**src/rtl/irq_handoff_pkg.sv**
```systemverilog
package irq_handoff_pkg;
  typedef enum logic [0:0] {
    HS_IDLE = 1'b0,
    HS_WAIT = 1'b1
  } hs_state_t;
endpackage

```
**src/rtl/offer_filter.sv**
```systemverilog
module offer_filter #(
  parameter int PRIO_W = 4
) (
  input  logic              irq_enable,
  input  logic [PRIO_W-1:0] offer_prio,
  input  logic [PRIO_W-1:0] cur_prio,
  output logic              may_take
);
  always_comb begin
    may_take = irq_enable && (offer_prio > cur_prio);
  end
endmodule

```
**src/rtl/exc_defer.sv**
```systemverilog
module exc_defer (
  input  logic clk,
  input  logic rst,
  input  logic busy,
  input  logic exc_flush,
  input  logic close,
  output logic pending
);
  always_ff @(posedge clk) begin
    if (rst) begin
      pending <= 1'b0;
    end else if (close || !busy) begin
      pending <= 1'b0;
    end else if (exc_flush) begin
      pending <= 1'b1;
    end
  end

  AST_PEND_ONLY_BUSY: assert property (@(posedge clk) disable iff (rst)
    pending |-> busy);
endmodule

```
**src/rtl/handoff_fsm.sv**
```systemverilog
module handoff_fsm
  import irq_handoff_pkg::*;
#(
  parameter int PRIO_W = 4
) (
  input  logic              clk,
  input  logic              rst,
  input  logic              offer_valid,
  input  logic [PRIO_W-1:0] offer_prio,
  input  logic              may_take,
  input  logic              marker_retire,
  input  logic              mispredict_disable,
  input  logic              exc_flush,
  input  logic              exc_pending,
  output logic              busy,
  output logic              close,
  output logic              ack,
  output logic              nak,
  output logic              accept,
  output logic              reject,
  output logic              accept_exc_deferred,
  output logic              inject_marker,
  output logic [PRIO_W-1:0] inject_prio
);
  hs_state_t state_q;
  logic      take_now;
  logic      end_acc;
  logic      end_rej;

  assign busy = (state_q == HS_WAIT);

  always_comb begin
    end_rej  = busy && mispredict_disable;
    end_acc  = busy && !mispredict_disable && marker_retire;
    close    = end_rej || end_acc;
    take_now = !busy && offer_valid && may_take;
  end

  always_ff @(posedge clk) begin
    if (rst) begin
      state_q             <= HS_IDLE;
      ack                 <= 1'b0;
      nak                 <= 1'b0;
      accept              <= 1'b0;
      reject              <= 1'b0;
      accept_exc_deferred <= 1'b0;
      inject_marker       <= 1'b0;
      inject_prio         <= '0;
    end else begin
      ack                 <= take_now;
      nak                 <= offer_valid && !take_now;
      inject_marker       <= take_now;
      accept              <= end_acc;
      reject              <= end_rej;
      accept_exc_deferred <= end_acc && (exc_pending || exc_flush);
      if (take_now) begin
        state_q     <= HS_WAIT;
        inject_prio <= offer_prio;
      end else if (close) begin
        state_q <= HS_IDLE;
      end
    end
  end

  AST_ACK_NAK_EXCL: assert property (@(posedge clk) disable iff (rst)
    !(ack && nak));
  AST_ACK_STALLS: assert property (@(posedge clk) disable iff (rst)
    ack |-> (busy && inject_marker));
  AST_ONE_END: assert property (@(posedge clk) disable iff (rst)
    !(accept && reject));
  AST_END_RELEASES: assert property (@(posedge clk) disable iff (rst)
    (accept || reject) |-> !busy);
  AST_BUSY_REFUSES: assert property (@(posedge clk) disable iff (rst)
    (busy && offer_valid) |=> (nak && !ack));
  AST_END_AFTER_BUSY: assert property (@(posedge clk) disable iff (rst)
    (accept || reject) |-> $past(busy));
  AST_DEFER_WITH_ACC: assert property (@(posedge clk) disable iff (rst)
    accept_exc_deferred |-> accept);
endmodule

```
**src/rtl/irq_handoff_ctl.sv**
```systemverilog
module irq_handoff_ctl #(
  parameter int PRIO_W = 4
) (
  input  logic              clk,
  input  logic              rst,
  input  logic              offer_valid,
  input  logic [PRIO_W-1:0] offer_prio,
  input  logic              irq_enable,
  input  logic [PRIO_W-1:0] cur_prio,
  input  logic              marker_retire,
  input  logic              mispredict_disable,
  input  logic              exc_flush,
  output logic              ack,
  output logic              nak,
  output logic              accept,
  output logic              reject,
  output logic              accept_exc_deferred,
  output logic              fetch_stall,
  output logic              inject_marker,
  output logic [PRIO_W-1:0] inject_prio
);
  logic may_take;
  logic busy;
  logic close;
  logic exc_pending;

  offer_filter #(.PRIO_W(PRIO_W)) u_filter (
    .irq_enable (irq_enable),
    .offer_prio (offer_prio),
    .cur_prio   (cur_prio),
    .may_take   (may_take)
  );

  exc_defer u_defer (
    .clk       (clk),
    .rst       (rst),
    .busy      (busy),
    .exc_flush (exc_flush),
    .close     (close),
    .pending   (exc_pending)
  );

  handoff_fsm #(.PRIO_W(PRIO_W)) u_fsm (
    .clk                 (clk),
    .rst                 (rst),
    .offer_valid         (offer_valid),
    .offer_prio          (offer_prio),
    .may_take            (may_take),
    .marker_retire       (marker_retire),
    .mispredict_disable  (mispredict_disable),
    .exc_flush           (exc_flush),
    .exc_pending         (exc_pending),
    .busy                (busy),
    .close               (close),
    .ack                 (ack),
    .nak                 (nak),
    .accept              (accept),
    .reject              (reject),
    .accept_exc_deferred (accept_exc_deferred),
    .inject_marker       (inject_marker),
    .inject_prio         (inject_prio)
  );

  assign fetch_stall = busy;

  AST_NAK_NO_STALL_START: assert property (@(posedge clk) disable iff (rst)
    (nak && !$past(busy)) |-> !fetch_stall);
  AST_STALL_HOLD: assert property (@(posedge clk) disable iff (rst)
    (fetch_stall && !marker_retire && !mispredict_disable) |=> fetch_stall);
endmodule

```
**config.mk**
```make
export PLATFORM = sky130hd
export DESIGN_NAME = irq_handoff_ctl
export DESIGN_NICKNAME = d
export VERILOG_FILES = /design/src/rtl/irq_handoff_pkg.sv /design/src/rtl/offer_filter.sv /design/src/rtl/exc_defer.sv /design/src/rtl/handoff_fsm.sv /design/src/rtl/irq_handoff_ctl.sv
export SDC_FILE = /design/constraint.sdc
export NUM_CORES = 1
export LEC_CHECK = 0
export BUFFER_PORTS_ARGS = -buffer_cell sky130_fd_sc_hd__buf_2
export CORE_AREA = 2 2 39 41
export CTS_CLUSTER_SIZE = 25
export DETAILED_ROUTE_END_ITERATION = 10
export DIE_AREA = 0 0 41 43
export PLACE_DENSITY = 0.72
export SYNTH_ARGS = -nofsm -noshare
export SYNTH_HDL_FRONTEND = slang
export SYNTH_SLANG_ARGS = --single-unit
```
**constraint.sdc**
```tcl
create_clock -name clk -period 1.2 [get_ports clk]
set_input_delay 0.06 -clock clk [delete_from_list [all_inputs] [get_ports clk]]
set_output_delay 0.06 -clock clk [all_outputs]
set_load 0.005 [all_outputs]
```
# [Word level (Yosys, flattened, before mapping)]
# Cells that the tools add are included.
[word_totals] input_bits=15 wordCells=27 regBits=11 out_inout_bits=11
[op_classes] muxes=2 order_cmp=1 n_reduce_logical=16
[ops] operator="$logic_and 1x1->1" n=8
[ops] operator="$gt 4x4->1" n=1
[ops] operator="$logic_not 1->1" n=3
[ops] operator="$logic_or 1x1->1" n=3
[ops] operator="$mux 1" n=2
[ops] operator="$reduce_bool 2->1" n=1
[ops] operator="$reduce_or 2->1" n=1

# [Logic depth before layout (Yosys ltp)]
[depth] word_depth=6 depth_mapped=7 depth_no_buf=6

# [Hierarchy]
# From an unflattened synthesis, not the netlist that was laid out.
[unflattened] cells_unflattened=52 area_unflattened_um2=539.3
[by_module_without_submodules] module="handoff_fsm" area_each_um2=401.6 cells_per_inst=35 seq_area_each_um2=200.2 instances=1
[by_module_without_submodules] module="offer_filter" area_each_um2=98.8 cells_per_inst=14 seq_area_each_um2=0.0 instances=1
[by_module_without_submodules] module="exc_defer" area_each_um2=38.8 cells_per_inst=3 seq_area_each_um2=20.0 instances=1

# [Least setup slack after synthesis]
# Ideal clock, no wire load.
[synth_path] kind="in2reg" startpoint="in cur_prio[3]" endpoint="reg u_fsm.nak" arrival_time_ns=1.003 setup_slack_ns=0.081 required_ns=1.084 stages=7 path_buffers=1 path_cell_list="inv_1 -> ha_1 -> nand4_1 -> nand4b_1 -> a21o_1 -> buf_6 -> and3b_1"
[synth_via] elab_chain_len=5
[synth_lines] item="from (decl)" line_no="irq_handoff_ctl.sv:9" text="input logic [PRIO_W-1:0] cur_prio,"
[synth_lines] item="$gt 4x4->1" line_no="offer_filter.sv:10" text="may_take = irq_enable && (offer_prio > cur_prio);"
[synth_lines] item="$logic_and 1x1->1" line_no="offer_filter.sv:10"
[synth_lines] item="$logic_and 1x1->1" line_no="handoff_fsm.sv:36" text="take_now = !busy && offer_valid && may_take;"
[synth_lines] item="$logic_not 1->1" line_no="handoff_fsm.sv:51" text="nak <= offer_valid && !take_now;"
[synth_lines] item="$logic_and 1x1->1" line_no="handoff_fsm.sv:51"
[synth_lines] item="to (signal assigned)" line_no="handoff_fsm.sv:51"
[synth_lines] item="to (decl)" line_no="handoff_fsm.sv:18" text="output logic nak,"
# Every way passes these cells.
# A chain may end at the register's enable or synchronous reset.

# [Worst setup path in the final report]
[layout_path] startpoint="reg u_fsm.state_q (netlist: u_fsm.busy)" endpoint="reg u_fsm.nak"
[layout_via] elab_chain_len=5
[layout_lines] item="from (decl)" line_no="handoff_fsm.sv:25" text="hs_state_t state_q;"
[layout_lines] item="from (signal assigned)" line_no="handoff_fsm.sv:41" text="state_q <= HS_IDLE;"
[layout_lines] item="from (signal assigned)" line_no="handoff_fsm.sv:57" text="state_q <= HS_WAIT;"
[layout_lines] item="from (signal assigned)" line_no="handoff_fsm.sv:60" text="state_q <= HS_IDLE;"
[layout_lines] item="$logic_not 1->1" line_no="handoff_fsm.sv:36"
[layout_lines] item="$logic_and 1x1->1 (2 in series)" line_no="handoff_fsm.sv:36"
[layout_lines] item="$logic_not 1->1" line_no="handoff_fsm.sv:51"
[layout_lines] item="$logic_and 1x1->1" line_no="handoff_fsm.sv:51"
# Every way passes these cells.

==> impl_metrics.csv <==
group,metric,value,unit
detailed_routing,ant_nets,0,
min_path,holdCritStartpoint,"mispredict_disable",
cts,cts_tree,"built",
logic_synthesis,netlist_instances,52,
die,die_y,43,um
job,drv_cap,0,
cts,insertion_delay,260,ps
cts,htree_num_levels,1,
timing,slew-limit-headroom,0.8102,
placement,place.gp.congestion,0.6528,
min_path,min_delay_path_depth,3,
cells_and_area,diodes,0,
logic_synthesis,synth_top_area_frac,0.4389,
cells_and_area,syn_to_final_growth,33.17,%
logic_synthesis,synthAdderAreaFrac,0.09975,
status,run_status,"completed",
logic_synthesis,syn_area,501.7,um^2
timing,drv_slew,0,
logic_synthesis,yosysWarnings,0,
logic_synthesis,synth-seq-cells,11,
detailed_routing,routed_via_density,4.354,
timing,hold-worst-slack,38.39,ps
logic_synthesis,synth_xor_area_frac,0,
logic_synthesis,yosysSeqAreaShare,0.4389,
logic_synthesis,synthesis.nets,71,
timing,tightest_slew,284.6,ps
timing,fmax,923.6,MHz
timing,setup_viol,0,
detailed_routing,vias,418,
logic_synthesis,synth.distinct_cells,21,
cts,cts_buffer_depth,2,
die,dieArea,0.001763,mm^2
timing,rsz0062_at_grt,"false",
detailed_routing,drtIter0Drc,7,
worst_setup_path,r2r_cells,3,
worst_setup_path,crit_buf_inv,0,
timing,finalCritPeriodShare,0.9023,
logic_synthesis,synth_top_family_by_area,"simple AND/OR/NAND/NOR gates",
cells_and_area,layout-drive-gt1-share,0.3625,
cells_and_area,multiInputGateArea,240.2,um^2
power,p_per_area,1093,mW/mm^2
timing,final.setup.tns,0,ps
grt,grtUsageTotal,0.1293,
min_path,hold_path_class,"in2reg",
die,fp-row-count,14,
logic_synthesis,synthMuxAreaShare,0.07980,
logic_synthesis,synth_top_area_cell,"dfxtp_1",
grt,grt_start_max_net_pins,14,
worst_setup_path,worstSetupEndpointType,"flop",
worst_setup_path,worstPathMaxFanout,7,
timing,clock_skew,1.504,ps
power,p_leak,0.3696,nW
placement,dp_cells,91,
power,ir_drop,0.0005453,V
die,start_util,0.3626,
placement,portBuffers,25,
cells_and_area,final_core_util,0.4828,
worst_setup_path,worst_path_largest_cell_delay,320,ps
cells_and_area,num-nets-final,100,
detailed_routing,wl_per_cell,10.26,um
cts,cts_setup_buffers,0,
worst_setup_path,critPathLaunchType,"flop",
grt,grt_pass1_vias,402,
worst_setup_path,crit_start,"u_fsm.busy$_SDFFE_PP0P_",
worst_setup_path,cp_slowest_cell,"dfxtp_1",
worst_setup_path,path_cells,"nand4b_1, a21o_1, and3b_1",
logic_synthesis,synth-compound-area-share,0.05985,
grt,grt_pass1_wl,1566,um
detailed_routing,drt-total-wl,985,um
grt,overflow,0,
worst_setup_path,crit_type,"reg2reg",
timing,final-hold-violation-count,0,
cts,clk_pin_slew,70,ps
cts,root_buffer,"clkbuf_4",
timing,period_needed,1083,ps
cells_and_area,seq_area,220.2,um^2
grt,antenna_found_initial,0,
cts,cts.sinks,11,
worst_setup_path,critical_path.top_delay_family,"simple AND/OR/NAND/NOR gates",
logic_synthesis,synth-simple-area-share,0.2394,
worst_setup_path,worst_ep_required_time,1360,ps
cells_and_area,instances_no_fill,96,
worst_setup_path,crit_cells,3,
placement,dp_worst_setup_slack,-148.3,ps
die,io_pins,26,
detailed_routing,route.detailed.drc,0,
logic_synthesis,yosys-top-cells-area,"dfxtp_1 44%, ha_1 10%, nand2b_1 10%",
cts,cts_buffers,3,
worst_setup_path,arrival,1240,ps
die,fp.coreArea,0.001384,mm^2
cells_and_area,fillers,136,
worst_setup_path,r2r_start,"u_fsm.busy$_SDFFE_PP0P_",
timing,finalWorstSetupSlack,117.3,ps
detailed_routing,drtPass1Iterations,2,
logic_synthesis,avgSynthCellArea,9.649,um^2
placement,dpl.hpwl,791,um
die,fp.dieW,41,um
cells in the final DEF, fill, tap and decap left out, types with 2 or more instances in the layout:
| master | instances |
|---|---|
| dfxtp_1 | 11 |
| clkbuf_4 | 3 |
| mux2i_1 | 4 |
| inv_1 | 5 |
| a21oi_1 | 2 |
| nand2b_1 | 8 |
| nor2_1 | 4 |
| buf_2 | 25 |
| ha_1 | 4 |
cell usage after synthesis (all sizes together):
master,number
nand2b,8
clkbuf,1
a21oi,2
a21o,1
and3b,1
nand3b,1
buf,2
dfxtp,11
ha,4
inv,5
nor2b,1
o21ai,1
mux2i,4
nand2,1
nor3b,1
nor2,4
nand4b,1
o211ai,1
nand4,1
and2,1
flip-flops by register name, summed over array words and instances, names as in the netlist:
| register | flops |
|---|---|
| u_fsm.ack | 1 |
| u_fsm.accept_exc_deferred | 1 |
| u_fsm.nak | 1 |
| u_defer.pending | 1 |
| u_fsm.reject | 1 |
| u_fsm.inject_prio | 4 |
| u_fsm.busy | 1 |
| u_fsm.accept | 1 |
final cells by class:
type	instances	share of cell area
Multi-Input combinational cell	33	0.3595
Clock buffer	4	0.03933
Tap cell	16	0.02996
Timing Repair Buffer	27	0.2135
Inverter	5	0.02809
Sequential cell	11	0.3296
tightest hold or removal path: stages:
cell and delay [ps]:
buf_2 110, nand2_1 60, nor2_1 30
final timing paths:
| kind | end | slack [ps] |
|---|---|---|
| max reg2reg | u_fsm.nak$_SDFF_PP0_ | 120 |
| max | u_fsm.nak$_SDFF_PP0_ | 120 |
| min | u_fsm.reject$_SDFF_PP0_ | 40 |
| min reg2reg | u_fsm.inject_prio[0]$_SDFFE_PP0P_ | 480 |
per-layer routing:
metal  vias up  share of wire  GRT usage
met2        17           0.44     0.1781
met5         -              0          0
met1       176           0.46     0.1738
li1        225              -          -
met4         0              0    0.08000
met3         0          0.089    0.03141
repair_timing:
| action | CTS | global route |
|---|---|---|
| hold buffers | 1 | 0 |
| resized for setup | 0 | 0 |
| endpoints found under the hold margin | 1 | 0 |
stage by stage:
| step | instance area [um^2] | total power [mW] |
|---|---|---|
| after floorplan | 501.7 | 0.4466 |
| after global placement | 631.9 | 0.4889 |
| after detailed placement | 631.9 | 0.4914 |
| after CTS | 668.1 | 0.7438 |
| after global routing | 668.1 | 0.7724 |
| final | 668.1 | 0.7302 |
logic make-up (layout without fill, tap and decap cells):
kind of cell,count (synthesis),after routing
DFF,11,11
adders and majority gates,4,4
and+or+nand+nor,20,20
buffers and inverters,8,36
AOI/OAI and AO/OA,5,5
muxes,4,4
power by group:
| part | internal [mW] | switching (mW) | total (mW) |
|---|---|---|---|
| Clock | 0.128 | 0.117 | 0.246 |
| Combinational | 0.0567 | 0.0475 | 0.104 |
| Sequential | 0.376 | 0.00421 | 0.380 |
Power figures use the tool's default switching activity.
